$ cat src/rtl/iex_pkg.sv
package iex_pkg;
  localparam int unsigned INSTR_W = 32;
  localparam int unsigned OP_W    = 6;
  localparam int unsigned FN_W    = 6;
  localparam int unsigned IDX_W   = 5;
  localparam int unsigned SH_W    = 5;
  localparam int unsigned IMM_W   = 16;

  localparam logic [OP_W-1:0] OPC_REG  = 6'd0;
  localparam logic [OP_W-1:0] OPC_ADDI = 6'd8;
  localparam logic [OP_W-1:0] OPC_ANDI = 6'd12;
  localparam logic [OP_W-1:0] OPC_ORI  = 6'd13;
  localparam logic [OP_W-1:0] OPC_XORI = 6'd14;

  localparam logic [FN_W-1:0] FN_SLL = 6'd0;
  localparam logic [FN_W-1:0] FN_SRL = 6'd2;
  localparam logic [FN_W-1:0] FN_SRA = 6'd3;
  localparam logic [FN_W-1:0] FN_ADD = 6'd32;
  localparam logic [FN_W-1:0] FN_SUB = 6'd34;
  localparam logic [FN_W-1:0] FN_AND = 6'd36;
  localparam logic [FN_W-1:0] FN_OR  = 6'd37;
  localparam logic [FN_W-1:0] FN_XOR = 6'd38;
  localparam logic [FN_W-1:0] FN_NOR = 6'd39;

  typedef enum logic [3:0] {
    ALU_ADD, ALU_SUB, ALU_AND, ALU_OR, ALU_XOR, ALU_NOR,
    ALU_SLL, ALU_SRL, ALU_SRA
  } alu_op_e;

  typedef struct packed {
    logic [OP_W-1:0]  op;
    logic [IDX_W-1:0] rs;
    logic [IDX_W-1:0] rt;
    logic [IDX_W-1:0] rd;
    logic [SH_W-1:0]  shamt;
    logic [FN_W-1:0]  funct;
  } rfmt_t;
endpackage

$ cat src/rtl/iex_decoder.sv
module iex_decoder
  import iex_pkg::*;
#(
  parameter int unsigned DATA_W = 32
) (
  input  logic                  valid_i,
  input  logic [INSTR_W-1:0]    instr_i,
  output alu_op_e               alu_op_o,
  output logic [IDX_W-1:0]      rs_o,
  output logic [IDX_W-1:0]      rt_o,
  output logic [IDX_W-1:0]      dest_o,
  output logic [SH_W-1:0]       shamt_o,
  output logic                  use_imm_o,
  output logic [DATA_W-1:0]     imm_o,
  output logic                  wr_en_o,
  output logic                  illegal_o
);
  localparam int unsigned EXT_W = DATA_W - IMM_W;

  rfmt_t            f;
  logic [IMM_W-1:0] imm16;
  logic             legal;

  assign f     = rfmt_t'(instr_i);
  assign imm16 = instr_i[IMM_W-1:0];

  assign rs_o    = f.rs;
  assign rt_o    = f.rt;
  assign shamt_o = f.shamt;

  always_comb begin
    alu_op_o  = ALU_ADD;
    dest_o    = f.rd;
    use_imm_o = 1'b0;
    imm_o     = '0;
    legal     = 1'b1;
    if (f.op == OPC_REG) begin
      unique case (f.funct)
        FN_SLL:  alu_op_o = ALU_SLL;
        FN_SRL:  alu_op_o = ALU_SRL;
        FN_SRA:  alu_op_o = ALU_SRA;
        FN_ADD:  alu_op_o = ALU_ADD;
        FN_SUB:  alu_op_o = ALU_SUB;
        FN_AND:  alu_op_o = ALU_AND;
        FN_OR:   alu_op_o = ALU_OR;
        FN_XOR:  alu_op_o = ALU_XOR;
        FN_NOR:  alu_op_o = ALU_NOR;
        default: legal    = 1'b0;
      endcase
    end else begin
      dest_o    = f.rt;
      use_imm_o = 1'b1;
      imm_o     = {{EXT_W{1'b0}}, imm16};
      unique case (f.op)
        OPC_ADDI: begin
          alu_op_o = ALU_ADD;
          imm_o    = {{EXT_W{imm16[IMM_W-1]}}, imm16};
        end
        OPC_ANDI: alu_op_o = ALU_AND;
        OPC_ORI:  alu_op_o = ALU_OR;
        OPC_XORI: alu_op_o = ALU_XOR;
        default:  legal    = 1'b0;
      endcase
    end
  end

  assign wr_en_o   = valid_i & legal;
  assign illegal_o = valid_i & ~legal;
endmodule

$ cat src/rtl/iex_alu.sv
module iex_alu
  import iex_pkg::*;
#(
  parameter int unsigned DATA_W = 32
) (
  input  alu_op_e             op_i,
  input  logic [DATA_W-1:0]   a_i,
  input  logic [DATA_W-1:0]   b_i,
  input  logic [SH_W-1:0]     shamt_i,
  output logic [DATA_W-1:0]   res_o
);
  always_comb begin
    unique case (op_i)
      ALU_ADD: res_o = a_i + b_i;
      ALU_SUB: res_o = a_i - b_i;
      ALU_AND: res_o = a_i & b_i;
      ALU_OR:  res_o = a_i | b_i;
      ALU_XOR: res_o = a_i ^ b_i;
      ALU_NOR: res_o = ~(a_i | b_i);
      ALU_SLL: res_o = b_i << shamt_i;
      ALU_SRL: res_o = b_i >> shamt_i;
      ALU_SRA: res_o = $signed(b_i) >>> shamt_i;
      default: res_o = '0;
    endcase
  end
endmodule

$ cat src/rtl/iex_regfile.sv
module iex_regfile #(
  parameter int unsigned DATA_W   = 32,
  parameter int unsigned NUM_REGS = 32,
  parameter int unsigned NUM_RD   = 3,
  localparam int unsigned AW      = $clog2(NUM_REGS)
) (
  input  logic                          clk_i,
  input  logic                          rst_ni,
  input  logic                          we_i,
  input  logic [AW-1:0]                 waddr_i,
  input  logic [DATA_W-1:0]             wdata_i,
  input  logic [NUM_RD-1:0][AW-1:0]     raddr_i,
  output logic [NUM_RD-1:0][DATA_W-1:0] rdata_o
);
  logic [NUM_REGS-1:0][DATA_W-1:0] regs_q;

  // entry 0 is never written; it stays at its reset value of zero
  always_ff @(posedge clk_i or negedge rst_ni) begin
    if (!rst_ni) begin
      regs_q <= '0;
    end else if (we_i && (waddr_i != '0)) begin
      regs_q[waddr_i] <= wdata_i;
    end
  end

  for (genvar p = 0; p < NUM_RD; p++) begin : g_rd
    assign rdata_o[p] = (raddr_i[p] == '0) ? '0 : regs_q[raddr_i[p]];
  end

  p_idle_hold_r8: assert property (@(posedge clk_i) disable iff (!rst_ni)
    !we_i |=> $stable(regs_q));

  p_zero_discard_r2: assert property (@(posedge clk_i) disable iff (!rst_ni)
    (we_i && waddr_i == '0) |=> $stable(regs_q));

  p_write_lands_r8: assert property (@(posedge clk_i) disable iff (!rst_ni)
    (we_i && waddr_i != '0) |=> regs_q[$past(waddr_i)] == $past(wdata_i));
endmodule

$ cat src/rtl/int_exec_unit.sv
module int_exec_unit
  import iex_pkg::*;
#(
  parameter int unsigned DATA_W   = 32,
  parameter int unsigned NUM_REGS = 32,
  localparam int unsigned AW      = $clog2(NUM_REGS)
) (
  input  logic               clk_i,
  input  logic               rst_ni,
  input  logic               instr_valid_i,
  input  logic [31:0]        instr_i,
  input  logic [AW-1:0]      dbg_addr_i,
  output logic [DATA_W-1:0]  dbg_data_o,
  output logic               illegal_o
);
  localparam int unsigned RD_PORTS = 3;

  alu_op_e                            alu_op;
  logic [IDX_W-1:0]                   rs_idx, rt_idx, dest_idx;
  logic [SH_W-1:0]                    shamt;
  logic                               use_imm;
  logic [DATA_W-1:0]                  imm;
  logic                               wr_en;
  logic [RD_PORTS-1:0][AW-1:0]        raddr;
  logic [RD_PORTS-1:0][DATA_W-1:0]    rdata;
  logic [DATA_W-1:0]                  opnd_a, opnd_b, alu_res;

  iex_decoder #(.DATA_W(DATA_W)) u_dec (
    .valid_i   (instr_valid_i),
    .instr_i   (instr_i),
    .alu_op_o  (alu_op),
    .rs_o      (rs_idx),
    .rt_o      (rt_idx),
    .dest_o    (dest_idx),
    .shamt_o   (shamt),
    .use_imm_o (use_imm),
    .imm_o     (imm),
    .wr_en_o   (wr_en),
    .illegal_o (illegal_o)
  );

  assign raddr[0] = AW'(rs_idx);
  assign raddr[1] = AW'(rt_idx);
  assign raddr[2] = dbg_addr_i;

  iex_regfile #(.DATA_W(DATA_W), .NUM_REGS(NUM_REGS), .NUM_RD(RD_PORTS)) u_rf (
    .clk_i   (clk_i),
    .rst_ni  (rst_ni),
    .we_i    (wr_en),
    .waddr_i (AW'(dest_idx)),
    .wdata_i (alu_res),
    .raddr_i (raddr),
    .rdata_o (rdata)
  );

  assign opnd_a = rdata[0];
  assign opnd_b = use_imm ? imm : rdata[1];

  iex_alu #(.DATA_W(DATA_W)) u_alu (
    .op_i    (alu_op),
    .a_i     (opnd_a),
    .b_i     (opnd_b),
    .shamt_i (shamt),
    .res_o   (alu_res)
  );

  assign dbg_data_o = rdata[2];

  p_illegal_no_write_r9: assert property (@(posedge clk_i) disable iff (!rst_ni)
    illegal_o |-> !wr_en);

  p_illegal_needs_valid_r9: assert property (@(posedge clk_i) disable iff (!rst_ni)
    !instr_valid_i |-> !illegal_o);

  p_nor_disjoint_r4: assert property (@(posedge clk_i) disable iff (!rst_ni)
    (wr_en && instr_i[31:26] == OPC_REG && instr_i[5:0] == FN_NOR)
      |-> ((alu_res & (opnd_a | opnd_b)) == '0));

  p_sra_sign_r5: assert property (@(posedge clk_i) disable iff (!rst_ni)
    (wr_en && instr_i[31:26] == OPC_REG && instr_i[5:0] == FN_SRA)
      |-> (alu_res[DATA_W-1] == rdata[1][DATA_W-1]));

  p_addi_from_zero_r6: assert property (@(posedge clk_i) disable iff (!rst_ni)
    (wr_en && instr_i[31:26] == OPC_ADDI && instr_i[25:21] == '0)
      |-> (alu_res == DATA_W'($signed(instr_i[15:0]))));

  p_dbg_zero_r2: assert property (@(posedge clk_i) disable iff (!rst_ni)
    (dbg_addr_i == '0) |-> (dbg_data_o == '0));
endmodule

$ cat config.mk
export PLATFORM = sky130hd
export DESIGN_NAME = int_exec_unit
export DESIGN_NICKNAME = d
export VERILOG_FILES = /design/src/rtl/iex_pkg.sv /design/src/rtl/iex_decoder.sv /design/src/rtl/iex_alu.sv /design/src/rtl/iex_regfile.sv /design/src/rtl/int_exec_unit.sv
export SDC_FILE = /design/constraint.sdc
export NUM_CORES = 2
export LEC_CHECK = 0
export CORE_MARGIN = 2
export CORE_UTILIZATION = 23
export CTS_BUF_LIST = sky130_fd_sc_hd__clkbuf_8
export CTS_CLUSTER_DIAMETER = 60
export DETAILED_ROUTE_END_ITERATION = 10
export PLACE_DENSITY = 0.42
export SLEW_MARGIN = 20
export SYNTH_ARGS = -nofsm -noshare
export SYNTH_HDL_FRONTEND = slang
export SYNTH_SLANG_ARGS = --single-unit
$ cat constraint.sdc
create_clock -name clk_i -period 6.5 [get_ports clk_i]
set_input_delay 0.65 -clock clk_i [delete_from_list [all_inputs] [get_ports clk_i]]
set_output_delay 0.65 -clock clk_i [all_outputs]
set_load 0.05 [all_outputs]
== Word-level counts from Yosys, hierarchy flattened ==
Cells that the tools add are included.

* Output and inout port bits: 33
* Bits in registers: 1024
* Input bits: 40
* Logic and storage cells: 102

* Magnitude comparators: 5
* Shift-type cells: 3
* Reduce and logical (&&, ||, !) cells: 11
* Eq/ne operators: 20
* Multiplexer cells: 22
* Bitwise logic cells: 7
* Add/subtract/negate cells: 2

{| class="wikitable"
|+ Operators with widths
! cell !! number
|-
| $bwmux W1024 || 1
|-
| $bmux W32 S5 || 3
|-
| $mux W32 || 9
|-
| $pmux W32 S9 || 1
|-
| $demux W32 S5 || 1
|-
| $eq A6 B6 Y1 const B || 6
|-
| $add A32 B32 Y32 || 1
|-
| $and A32 B32 Y32 || 1
|-
| $not A32 Y32 || 1
|-
| $or A32 B32 Y32 || 1
|-
| $pmux W4 S8 || 1
|-
| $shl A32 B5 Y32 || 1
|-
| $shr A32 B5 Y32 || 1
|-
| $sshr A32 B5 Y32 || 1
|-
| $sub A32 B32 Y32 || 1
|-
| $xor A32 B32 Y32 || 1
|-
| $eq A6 B4 Y1 const B || 4
|-
| $lt A5 B6 Y1 const B || 4
|-
| $eq A4 B3 Y1 const B || 4
|-
| $logic_not A5 Y1 || 3
|-
| $eq A6 B2 Y1 const B || 2
|-
| $logic_not A6 Y1 || 2
|-
| $pmux W3 S3 || 1
|-
| $reduce_or A9 Y1 || 1
|-
| 13 further kinds || 18
|}

== Longest topological paths before layout ==
* Word-level depth: 8
* Mapped depth: 33
* Mapped depth without buffers: 23

== By module ==
Synthesis repeated with hierarchy kept, for this count alone.

* Cell total of the unflattened synthesis: 5485
* Area total of the unflattened synthesis: 71758.8 um^2

{| class="wikitable"
|+ Modules (own cells, without submodules)
! module !! area an instance (um^2) !! sequential area each (um^2) !! cells each !! times used
|-
| iex_regfile || 62338.5 || 25624.6 || 4203 || 1
|-
| iex_alu || 8256.7 || 0.0 || 1158 || 1
|-
| iex_decoder || 619.3 || 0.0 || 88 || 1
|-
| int_exec_unit || 544.3 || 0.0 || 36 || 1
|}

== Worst setup path after synthesis ==
Ideal clock, no wire load.

* Kind: input -> register
* Start: input instr_i[16]
* End: register u_rf.regs_q[191] (netlist bit)
* Required time: 6.375 ns
* Path slack: -0.425 ns
* Library setup time: 0.125 ns
* Arrival time: 6.800 ns
* Stages: 28
* Path buffers: 7
* Cells stage by stage: buf_6 -> buf_8 -> buf_6 -> buf_4 -> buf_4 -> buf_2 -> mux2_2 -> a222oi_1 -> o211ai_1 -> a31oi_1 -> nand3_1 -> o41ai_1 -> nand3_1 -> or4_1 -> o21ai_0 -> xnor2_1 -> ha_1 -> a21oi_1 -> o21bai_1 -> a21o_1 -> a21o_1 -> a211o_1 -> or3_1 -> and3_1 -> mux2i_1 -> o2111ai_2 -> clkbuf_2 -> mux2_2

* Word-level cells in the longest chain between the ends: 8
* Elaborated cells on any way between the ends: 24
* Classes of those cells: 2 x add/sub; 2 x order compare; 3 x shift; 9 x mux; 4 x bitwise; 4 x reduce/logical

{| class="wikitable"
|+ RTL lines
! item !! line !! RTL
|-
| start: declaration || int_exec_unit.sv:11 || <nowiki>input logic [31:0] instr_i,</nowiki>
|-
| parallel branches: the longest is 8 deep, another holds $sub A32 B32 Y32 || n/a ||
|-
| end signal: indexed assignment || iex_regfile.sv:22 || <nowiki>regs_q[waddr_i] <= wdata_i;</nowiki>
|-
| end: declaration || iex_regfile.sv:15 || <nowiki>logic [NUM_REGS-1:0][DATA_W-1:0] regs_q;</nowiki>
|}

Several ways; the timed one is not identified. The select of a mux whose other input is x is not followed.
A chain may end at the register's enable or synchronous reset.

== Final worst setup path ==
* Start: input instr_i[31]
* End: register u_rf.regs_q[127] (netlist bit)

* Word-level cells in the longest chain between the ends: 7
* Elaborated cells on any way between the ends: 41
* Classes of those cells: 2 x add/sub; 2 x order compare; 12 x eq/ne; 3 x shift; 11 x mux; 5 x bitwise; 6 x reduce/logical

{| class="wikitable"
|+ RTL lines
! item
|-
| parallel branches: the longest is 7 deep, another holds $sub A32 B32 Y32
|}

Several ways; the timed one is not identified.

==> reports/summary.txt <==
Post-synth EDFFs = 0
met2 Use GR = 35.3%
met3 GRT Util = 4.01%
Fin. Hold Viols = 0
M1 GR Usage = 28.8%
Routed Antenna Nets = 0
Worst Setup End Kind = flip-flop
Compound-Gate Fraction of Synth Area = 13.0%
area share of the largest cell type after synthesis = 35.6%
first-pass GRT wire length = 495 mm
# Max-Cap Violations = 0
WS Path Type = input port to flip-flop
Post-DP HPWL = 252 mm
final instance area = 87700 sq um
Cells after Synth = 6365
post-synthesis xor/xnor area fraction = 0.621%
full die area = 317000 sq um
PwrDens = 192 nW/um^2
largest family of logic cells by synthesized area = multiplexers
grt ovf = 0
DRT iter0 DRCs = 6781
crit path launch = instr_i[31]
io pins = 73
most frequent cell after synthesis = dfrtp_1
Root Buffer Master = clkbuf_8
worst r2r src = u_rf.regs_q[1004]
Post-Synth Simple-Gate Area = 8.66%
Worst EP arrival = 7200 ps
dpl cell area = 83400 sq um
All-Layer GR Usage = 21.9%
Initial Util = 23.1%
Rel. slew slack = 23.5%
synthesized-area fraction occupied by adder cells = 1.70%
synthesized cell area = 71900 sq um
Largest stage delay, worst path = 570 ps
biggest regs = u_rf.regs_q: 1024 flops
mux share of post-synthesis cell area = 36.0%
WP buf/inv = 5
Die Ht = 563 um
Async SR Flop Fraction = 100%
Detailed Route WL = 356 mm
Unique masters post-synth = 99
sequential share of the synthesized area = 35.6%
final RePlAce weighted congestion = 0.966
largest reg by FF count = u_rf.regs_q
Critical-path top delay cell = or4_4
Worst R2R Setup Slack = 160 ps
commonest cells in the netlist = 1024 x dfrtp_1, 814 x mux4_2, 747 x nor2_1
Reg2Reg Depth = 25
Hold Slack = 365 ps
P&R area growth vs syn = 21.9%
Leak = 36.9 nW
Max Freq = 156 MHz
core region area = 311000 sq um
share of layout cells above drive strength 1 = 36.7%
vias in the first global route = 60.7k
Clock Pin Slew Worst Setup and Hold Paths = 60 ps
Filler cells = 32.2k
Final Util = 28.2%
type of element launching the critical path = input port
number of CTS-inserted buffers = 188
port buffer count = 72
H-tree levels = 4
Mapped Avg Cell Area = 11.3 sq um
Net Count, Synth = 6502
sequential cell area = 25600 sq um
VDD IR max = 0.000140 V
Critical Path RT = 7290 ps
number of vias in the routed layout = 61.2k
1st-pass router iterations = 6
Worst path top cell family by delay = compound AO/OA/AOI/OAI gates
slew at the pin with the worst max-slew slack = 1140 ps
Total Power = 16.9 mW
net count of the finished layout = 6936
multi-input logic area = 43900 sq um
fin crit period = 6410 ps
Final setup violation count = 0
number of synthesized register bits = 1024
routed vias/inst = 5.52
max FFs per register = 1024
worst flop-to-flop path endpoint = u_rf.regs_q[127]
largest net degree at the start of global routing = 155
Final Max Slew Viols = 0
CP max FO = 8
initial antenna violation count = 8
Most Crowded Layer GR = met2
Synth area leader = dfrtp_1
Sinks on Clock Net = 1024
DR DRC count = 0
Warnings, synthesis = 0
status = complete, no violations
final worst path period share = 98.6%
Synth area leaders = dfrtp_1 36%, mux4_2 25%, mux2_2 6.3%
Die X-Extent = 563 um
WL/cell = 32.1 um
HP Class = input port to asynchronous set/reset pin
cell row count = 205
Clock Path Buffers = 4
Final Skew = 151 ps
CTS tree = done
Skew-Pair Late Insertion Delay = 1000 ps
Most used DFF post-synth = dfrtp_1
setup TNS = 0 ps
==> power by group <==
group	total (mW)	internal [mW]	switching [mW]	leakage [nW]
sequential	6.87	6.62	0.256	14.2
combinational	3.39	1.37	2.02	20.6
clock	6.59	3.51	3.09	2.19
==> metal layers <==
metal  wire (um)  vias up  share of wire (%)
li1            -    25400                  -
met1      146000    32300                 41
met2      165000     2935                 47
met3       26500      670                7.5
met4       17100        4                4.8
met5          23        -             0.0065
==> cell usage in the layout, fill, tap and decap left out, types with 64 or more instances in the layout <==
| cell | instances |
|---|---|
| nand2_1 | 396 |
| dfrtp_1 | 1024 |
| o22ai_1 | 64 |
| a31oi_1 | 96 |
| mux4_2 | 814 |
| ha_1 | 96 |
| mux2_2 | 400 |
| buf_4 | 709 |
| inv_1 | 123 |
| mux2i_1 | 255 |
| o21ai_0 | 268 |
| clkbuf_8 | 240 |
| buf_12 | 134 |
| nor2_1 | 711 |
| a21oi_1 | 515 |
==> kinds of logic (layout without fill, tap and decap cells) <==
group,Yosys count,after routing
muxes,1502,1502
and+or+nand+nor,1453,1453
xor gates and xnor gates,51,51
DFF,1024,1024
other,0,3
buffers and inverters,755,1329
adders and majority gates,97,97
AOI/OAI and AO/OA,1483,1483
==> final cells by class <==
type                            count  share of cell area, %
Antenna cell                        3                0.00856
Clock buffer                      240                   3.77
Clock inverter                     90                  0.614
Inverter                           87                  0.373
Multi-Input combinational cell   4586                   50.1
Sequential cell                  1024                   29.2
Tap cell                         4140                   5.91
Timing Repair Buffer              912                   9.98
==> metrics by stage <==
step | setup WS [ps] | instances
3_3_place_gp | -1090 | 10700
5_1_grt | -19.0 | 11100
2_1_floorplan | 3.67 | 6365
3_5_place_dp | -902 | 10700
4_1_cts | -36.5 | 11100
6_report | 91.4 | 11100
==> worst max path at each step <==
stage	end	slack (ps)	depth (start not counted)
global placement	u_rf.regs_q[927]	-1090	25
floorplan	u_rf.regs_q[116]	4	22
global route	u_rf.regs_q[127]	-20	24
CTS	u_rf.regs_q[127]	-40	26
finish	u_rf.regs_q[127]	90	26
detailed placement	u_rf.regs_q[575]	-900	26
==> repair_timing <==
item | in CTS | in global routing
pin swaps | 2 | 30
hold buffers | 1 | 0
gates cloned | 0 | 2
resized for setup | 4 | 55
hold endpoints to repair | 73 | 0
setup endpoints to repair | 152 | 227
setup buffers | 0 | 9
(Power assumes the default switching activity.)
